$ cat src/rtl/usb_htx_pkg.sv
package usb_htx_pkg;
  localparam int REG_W      = 8;
  localparam int B_READY    = 0;
  localparam int B_NONEMPTY = 1;
  localparam int B_ERR      = 2;
  localparam int B_FLUSH    = 3;
  localparam int B_SETUP    = 4;
  localparam int B_STALL    = 5;
  localparam int B_TGLCLR   = 6;
  localparam int B_HALT     = 7;
  // clear-only status flags, index order used by the flag generate loop
  localparam int N_FLAGS    = 3;
  localparam int F_HALT     = 0;
  localparam int F_STALL    = 1;
  localparam int F_ERR      = 2;

  function automatic int flag_bit(input int idx);
    case (idx)
      F_HALT:  return B_HALT;
      F_STALL: return B_STALL;
      default: return B_ERR;
    endcase
  endfunction
endpackage

$ cat src/rtl/usb_htx_wdec.sv
module usb_htx_wdec
  import usb_htx_pkg::*;
(
  input  logic             wr,
  input  logic [REG_W-1:0] wdata,
  input  logic             ready_q,
  input  logic             setup_q,
  output logic [REG_W-1:0] zero_mask,
  output logic             setup_rise,
  output logic             tgl_reset,
  output logic             flush_req
);
  // a bit position written as 0 in a valid write
  always_comb begin
    for (int i = 0; i < REG_W; i++) zero_mask[i] = wr & ~wdata[i];
  end

  assign setup_rise = wr & wdata[B_SETUP] & ~setup_q;
  assign tgl_reset  = wr & wdata[B_TGLCLR];
  // flush only when no packet is pending now nor being armed by this write
  assign flush_req  = wr & wdata[B_FLUSH] & ~wdata[B_READY] & ~ready_q;
endmodule

$ cat src/rtl/usb_htx_flag.sv
module usb_htx_flag (
  input  logic clk,
  input  logic rst_n,
  input  logic hw_set,
  input  logic cpu_clr,
  output logic q
);
  always_ff @(posedge clk) begin
    if (!rst_n)       q <= 1'b0;
    else if (hw_set)  q <= 1'b1;
    else if (cpu_clr) q <= 1'b0;
  end
endmodule

$ cat src/rtl/usb_htx_toggle.sv
module usb_htx_toggle (
  input  logic clk,
  input  logic rst_n,
  input  logic clr,
  input  logic flip,
  output logic q
);
  always_ff @(posedge clk) begin
    if (!rst_n)    q <= 1'b0;
    else if (clr)  q <= 1'b0;
    else if (flip) q <= ~q;
  end
endmodule

$ cat src/rtl/usb_htx_nak_timer.sv
module usb_htx_nak_timer #(
  parameter int CNT_W = 16
) (
  input  logic             clk,
  input  logic             rst_n,
  input  logic             enable,
  input  logic [CNT_W-1:0] limit,
  input  logic             ev_nak,
  input  logic             abort,
  input  logic             halted,
  input  logic             frame_tick,
  output logic             expire
);
  localparam logic [CNT_W-1:0] CNT_MAX = '1;

  logic             run_q;
  logic [CNT_W-1:0] cnt_q;
  logic             live;
  logic             tick_ok;

  assign live    = enable && (limit != '0);
  assign tick_ok = run_q && frame_tick && !halted;
  // fires on the tick that would take the count above the limit
  assign expire  = live && tick_ok && (cnt_q >= limit);

  always_ff @(posedge clk) begin
    if (!rst_n || !live || abort) begin
      run_q <= 1'b0;
      cnt_q <= '0;
    end else begin
      if (ev_nak) run_q <= 1'b1;
      if (tick_ok && cnt_q != CNT_MAX) cnt_q <= cnt_q + 1'b1;
    end
  end
endmodule

$ cat src/rtl/usb_htx_ctrl.sv
module usb_htx_ctrl
  import usb_htx_pkg::*;
#(
  parameter int NAK_W = 16,
  parameter int LVL_W = 7
) (
  input  logic             clk,
  input  logic             rst_n,
  input  logic             bus_wr,
  input  logic [REG_W-1:0] bus_wdata,
  output logic [REG_W-1:0] bus_rdata,
  input  logic             ep_bulk,
  input  logic [NAK_W-1:0] nak_limit,
  input  logic             frame_tick,
  input  logic             ev_ack,
  input  logic             ev_nak,
  input  logic             ev_stall,
  input  logic             ev_err,
  input  logic             ev_noresp,
  input  logic [LVL_W-1:0] fifo_level,
  output logic             tx_req,
  output logic             tok_setup,
  output logic             data_toggle,
  output logic             fifo_flush,
  output logic             dma_abort
);
  logic [REG_W-1:0]   zero_mask;
  logic               setup_rise, tgl_reset, flush_req, flush_fire;
  logic               ready_q, nonempty_q, setup_q, flush_q, abort_q;
  logic [N_FLAGS-1:0] flag_q, flag_set, flag_clr;
  logic               nak_expire, non_nak, halt_cpu_clr;

  usb_htx_wdec u_wdec (
    .wr         (bus_wr),
    .wdata      (bus_wdata),
    .ready_q    (ready_q),
    .setup_q    (setup_q),
    .zero_mask  (zero_mask),
    .setup_rise (setup_rise),
    .tgl_reset  (tgl_reset),
    .flush_req  (flush_req)
  );

  assign flag_set[F_HALT]  = nak_expire | (~ep_bulk & ev_noresp);
  assign flag_set[F_STALL] = ev_stall;
  assign flag_set[F_ERR]   = ev_err | (ep_bulk & ev_noresp);

  for (genvar g = 0; g < N_FLAGS; g++) begin : g_flag
    localparam int P = flag_bit(g);
    assign flag_clr[g] = zero_mask[P];
    usb_htx_flag u_flag (
      .clk     (clk),
      .rst_n   (rst_n),
      .hw_set  (flag_set[g]),
      .cpu_clr (flag_clr[g]),
      .q       (flag_q[g])
    );
  end

  assign non_nak      = ev_ack | ev_stall | ev_err | ev_noresp;
  assign halt_cpu_clr = flag_clr[F_HALT] & flag_q[F_HALT];

  usb_htx_nak_timer #(.CNT_W(NAK_W)) u_nak (
    .clk        (clk),
    .rst_n      (rst_n),
    .enable     (ep_bulk),
    .limit      (nak_limit),
    .ev_nak     (ev_nak),
    .abort      (non_nak | halt_cpu_clr),
    .halted     (flag_q[F_HALT]),
    .frame_tick (frame_tick),
    .expire     (nak_expire)
  );

  usb_htx_toggle u_tgl (
    .clk   (clk),
    .rst_n (rst_n),
    .clr   (tgl_reset | setup_rise),
    .flip  (ev_ack),
    .q     (data_toggle)
  );

  assign flush_fire = ev_stall | flush_req;

  always_ff @(posedge clk) begin
    if (!rst_n) begin
      ready_q    <= 1'b0;
      nonempty_q <= 1'b0;
      setup_q    <= 1'b0;
      flush_q    <= 1'b0;
      abort_q    <= 1'b0;
    end else begin
      if (ev_stall || ev_ack)          ready_q <= 1'b0;
      else if (bus_wr)                 ready_q <= bus_wdata[B_READY];

      if (flush_fire)                  nonempty_q <= 1'b0;
      else if (fifo_level != '0)       nonempty_q <= 1'b1;
      else if (zero_mask[B_NONEMPTY])  nonempty_q <= 1'b0;

      if (bus_wr)                      setup_q <= bus_wdata[B_SETUP];

      flush_q <= flush_fire;
      abort_q <= ev_stall;
    end
  end

  always_comb begin
    bus_rdata             = '0;
    bus_rdata[B_READY]    = ready_q;
    bus_rdata[B_NONEMPTY] = nonempty_q;
    bus_rdata[B_ERR]      = flag_q[F_ERR];
    bus_rdata[B_SETUP]    = setup_q;
    bus_rdata[B_STALL]    = flag_q[F_STALL];
    bus_rdata[B_HALT]     = flag_q[F_HALT];
  end

  assign tx_req     = ready_q & ~flag_q[F_HALT];
  assign tok_setup  = setup_q;
  assign fifo_flush = flush_q;
  assign dma_abort  = abort_q;
endmodule

$ cat config.mk
export PLATFORM = sky130hd
export DESIGN_NAME = usb_htx_ctrl
export DESIGN_NICKNAME = d
export VERILOG_FILES = /design/src/rtl/usb_htx_pkg.sv /design/src/rtl/usb_htx_wdec.sv /design/src/rtl/usb_htx_flag.sv /design/src/rtl/usb_htx_toggle.sv /design/src/rtl/usb_htx_nak_timer.sv /design/src/rtl/usb_htx_ctrl.sv
export SDC_FILE = /design/constraint.sdc
export NUM_CORES = 1
export LEC_CHECK = 0
export ABC_CLOCK_PERIOD_IN_PS = 2900
export BUFFER_PORTS_ARGS = -buffer_cell sky130_fd_sc_hd__buf_2
export CORE_MARGIN = 5
export CORE_UTILIZATION = 54
export DETAILED_ROUTE_END_ITERATION = 10
export PLACE_DENSITY = 0.84
export SETUP_SLACK_MARGIN = 0.15
export SYNTH_ARGS = -nofsm -noshare
export SYNTH_HDL_FRONTEND = slang
export SYNTH_SLANG_ARGS = --single-unit
$ cat constraint.sdc
create_clock -name clk -period 2.9 [get_ports clk]
set_input_delay 0.58 -clock clk [delete_from_list [all_inputs] [get_ports clk]]
set_output_delay 0.58 -clock clk [all_outputs]
set_load 0.005 [all_outputs]
==> flow_metrics.env <==
export IMPL_cts_root_buf="clkbuf_4"
export IMPL_globalRouteTotalUtil=0.189
export IMPL_powerDensity_nw_per_um2=321
export IMPL_slowest_stage="nor4_4"
export IMPL_clock_latency_ns=0.33
export IMPL_r2r_slack_ns=0.99
export IMPL_async_flop_share=0
export IMPL_pin_count=54
export IMPL_status="finished clean"
export IMPL_cts_resized=0
export IMPL_cts_made_buffers=3
export IMPL_layout_drive_gt1_share=0.239
export IMPL_grt_ovfl_total=0
export IMPL_initial_core_util=0.556
export IMPL_grt_max_degree=18
export IMPL_cp_required_ns=3.13
export IMPL_slew_headroom=0.641
export IMPL_ys_types=41
export IMPL_yosysWarnings=0
export IMPL_critPathBufInv=0
export IMPL_cts_htree_levels=1
export IMPL_routed_wl_microns=3830
export IMPL_cpLargestDelayFamily="simple AND/OR/NAND/NOR gates"
export IMPL_cp_endpoint="u_nak.cnt_q[1]$_SDFFE_PP0P_"
export IMPL_fmax_ghz=0.523
export IMPL_die_area_sq_um=4330
export IMPL_setup_tns_ns=0
export IMPL_crit_chain="nand4_4 -> nor4_4 -> a21boi_0 -> mux2i_1 -> nor2_1"
export IMPL_dr_total_vias=1585
export IMPL_cts_hold_buf=0
export IMPL_synth_cells=203
export IMPL_grt_pass1_vias=1525
export IMPL_worstSetupStartpointType="register"
export IMPL_whs_ns=0.444
export IMPL_drv_cap=0
export IMPL_yosysSeqAreaShare=0.309
export IMPL_synth_main_ff_cell="dfxtp_1"
export IMPL_fin_skew_ns=0.0106
export IMPL_worst_r2r_cell_count=5
export IMPL_layout_common_cells="51 x buf_2, 27 x nor2_1, 26 x dfxtp_1"
export IMPL_avgSynthCellArea_sq_um=8.29
export IMPL_synth_area_sq_um=1680
export IMPL_worstSetupPathType="register to register"
export IMPL_syn2layout_area_growth_pct=17.5
export IMPL_synth_edff_count=0
export IMPL_irDropWorstVdd_v=0.000245
export IMPL_drt_initial_drc_count=91
export IMPL_cts_tree="done"
export IMPL_layout_commonest_cell="buf_2"
export IMPL_finalCriticalPeriod_ns=1.91
export IMPL_wl_per_cell_microns=13.0
export IMPL_synth_seq_cells=26
export IMPL_vias_per_cell=5.37
export IMPL_clk_pin_slew_worst_paths_ns=0.15
export IMPL_cts_sinks=26
export IMPL_n_antenna_cell=0
export IMPL_fin_crit_sh=0.659
export IMPL_r2r_start="u_nak.cnt_q[4]$_SDFFE_PP0P_"
export IMPL_postRouteAntennaNets=0
export IMPL_setup_violations_final=0
export IMPL_post_cts_setup_buffer_count=0
export IMPL_route_detailed_drc=0
export IMPL_dp_hpwl_microns=3170
export IMPL_crit_start="u_nak.cnt_q[4]$_SDFFE_PP0P_"
export IMPL_antenna_found_initial=0
export IMPL_crit_path_end_kind="register"
export IMPL_die_height_microns=65.8
export IMPL_leakage_uw=0.000909
export IMPL_grt_first_pass_wirelength_microns=6360
export IMPL_core_sq_um=3030
export IMPL_totalPowerFinal_uw=634
export IMPL_fin_nets=310
export IMPL_final_hold_violation_count=0
export IMPL_tightestPinTransition_ns=0.535
export IMPL_die_w_microns=65.8
export IMPL_max_stage_delay_ns=0.57
export IMPL_first_pass_iters=5
export IMPL_row_count=20
export IMPL_postLayoutCoreUtil=0.653
export IMPL_rsz0062_at_grt="false"
export IMPL_reg2reg_to="u_nak.cnt_q[1]$_SDFFE_PP0P_"
export IMPL_place_port_buffers=51
export IMPL_cp_max_fo=8
export IMPL_clockBufferDepth=2
export IMPL_hold_class="primary input to register"
export IMPL_place_gp_congestion=0.823
export IMPL_holdPathStages=3
export IMPL_drv_slew=0
export IMPL_path_depth=5
export IMPL_critPathArrivalTime_ns=2.14
power breakdown:
group / switching [uW] / leakage, uW / internal, uW
Combinational: 38.1 / 0.000677 / 41.2
Sequential: 4.17 / 0.000211 / 364
Clock: 110 / 0.0000210 / 76.8
Total: 152 / 0.000909 / 482
Yosys cell counts, types with 6 or more instances:
master | instances | area, sq um
a21oi_1 | 10 | 50.1
buf_4 | 8 | 60.1
dfxtp_1 | 26 | 521
ha_1 | 17 | 213
inv_1 | 20 | 75.1
nand2_1 | 11 | 41.3
nor2_1 | 27 | 101
nor3_1 | 9 | 45.0
nor4_1 | 7 | 43.8
o21ai_0 | 6 | 30.0
xnor2_1 | 11 | 96.3
registers in the layout (all words and copies together), names as in the netlist:
| name | flops |
|---|---|
| u_tgl.q | 1 |
| tok_setup | 1 |
| fifo_flush | 1 |
| g_flag.u_flag.q | 3 |
| u_nak.run_q | 1 |
| ready_q | 1 |
| dma_abort | 1 |
| nonempty_q | 1 |
| u_nak.cnt_q | 16 |
worst reg2reg max path, cell delays in order (launching register included):
cell and delay [ns]:
dfxtp_1 0.54, nand4_4 0.17, nor4_4 0.57, a21boi_0 0.27
mux2i_1 0.20, nor2_1 0.05
metal layers:
| layer | up-vias | part of all wire | routed length, microns | global-route usage |
|---|---|---|---|---|
| li1 | 807 | - | - | - |
| met1 | 723 | 0.44 | 1700 | 0.225 |
| met2 | 53 | 0.48 | 1830 | 0.340 |
| met3 | 2 | 0.074 | 284 | 0.0408 |
| met4 | 0 | 0.0052 | 20 | 0.0466 |
| met5 | - | 0 | 0 | 0 |
worst min path at each step:
stage	startpoint	slack, ns	end
after floorplan	u_nak.run_q$_SDFFE_PP0P_	0.44	u_nak.run_q$_SDFFE_PP0P_
after global placement	g_flag[1].u_flag.q$_SDFFE_PN0P_	0.47	g_flag[1].u_flag.q$_SDFFE_PN0P_
after detailed placement	nonempty_q$_SDFFE_PP0P_	0.48	nonempty_q$_SDFFE_PP0P_
after CTS	ev_nak	0.44	u_nak.run_q$_SDFFE_PP0P_
after global routing	ev_nak	0.45	u_nak.run_q$_SDFFE_PP0P_
final	ev_nak	0.44	u_nak.run_q$_SDFFE_PP0P_
per-stage QoR:
step | instance area (sq um) | instances | worst slack (ns)
after CTS | 1980 | 295 | 1.00
after global routing | 1980 | 295 | 0.806
final | 1980 | 295 | 0.988
after global placement | 1940 | 291 | 0.854
after floorplan | 1690 | 204 | 1.02
after detailed placement | 1940 | 291 | 0.801
layout make-up:
type | count | area (sq um)
repair buffers | 52 | 263
multi-input cells | 149 | 1030
clock buffers | 4 | 36.3
flip-flops and latches | 26 | 520
fillers | 269 | 1050
inverters | 20 | 75.1
well taps | 44 | 55.1
logic make-up after synthesis:
group / Yosys count / share of synthesized area
AO/OA/AOI/OAI: 28 / 0.100
XOR/XNOR: 13 / 0.0677
adder cells (fa/ha/maj): 17 / 0.126
buffers and inverters: 29 / 0.0825
flip-flops: 26 / 0.309
multiplexers: 3 / 0.0178
other: 1 / 0.00223
AND/OR/NAND/NOR: 86 / 0.294
No activity file was read; power rests on OpenSTA's default activity.
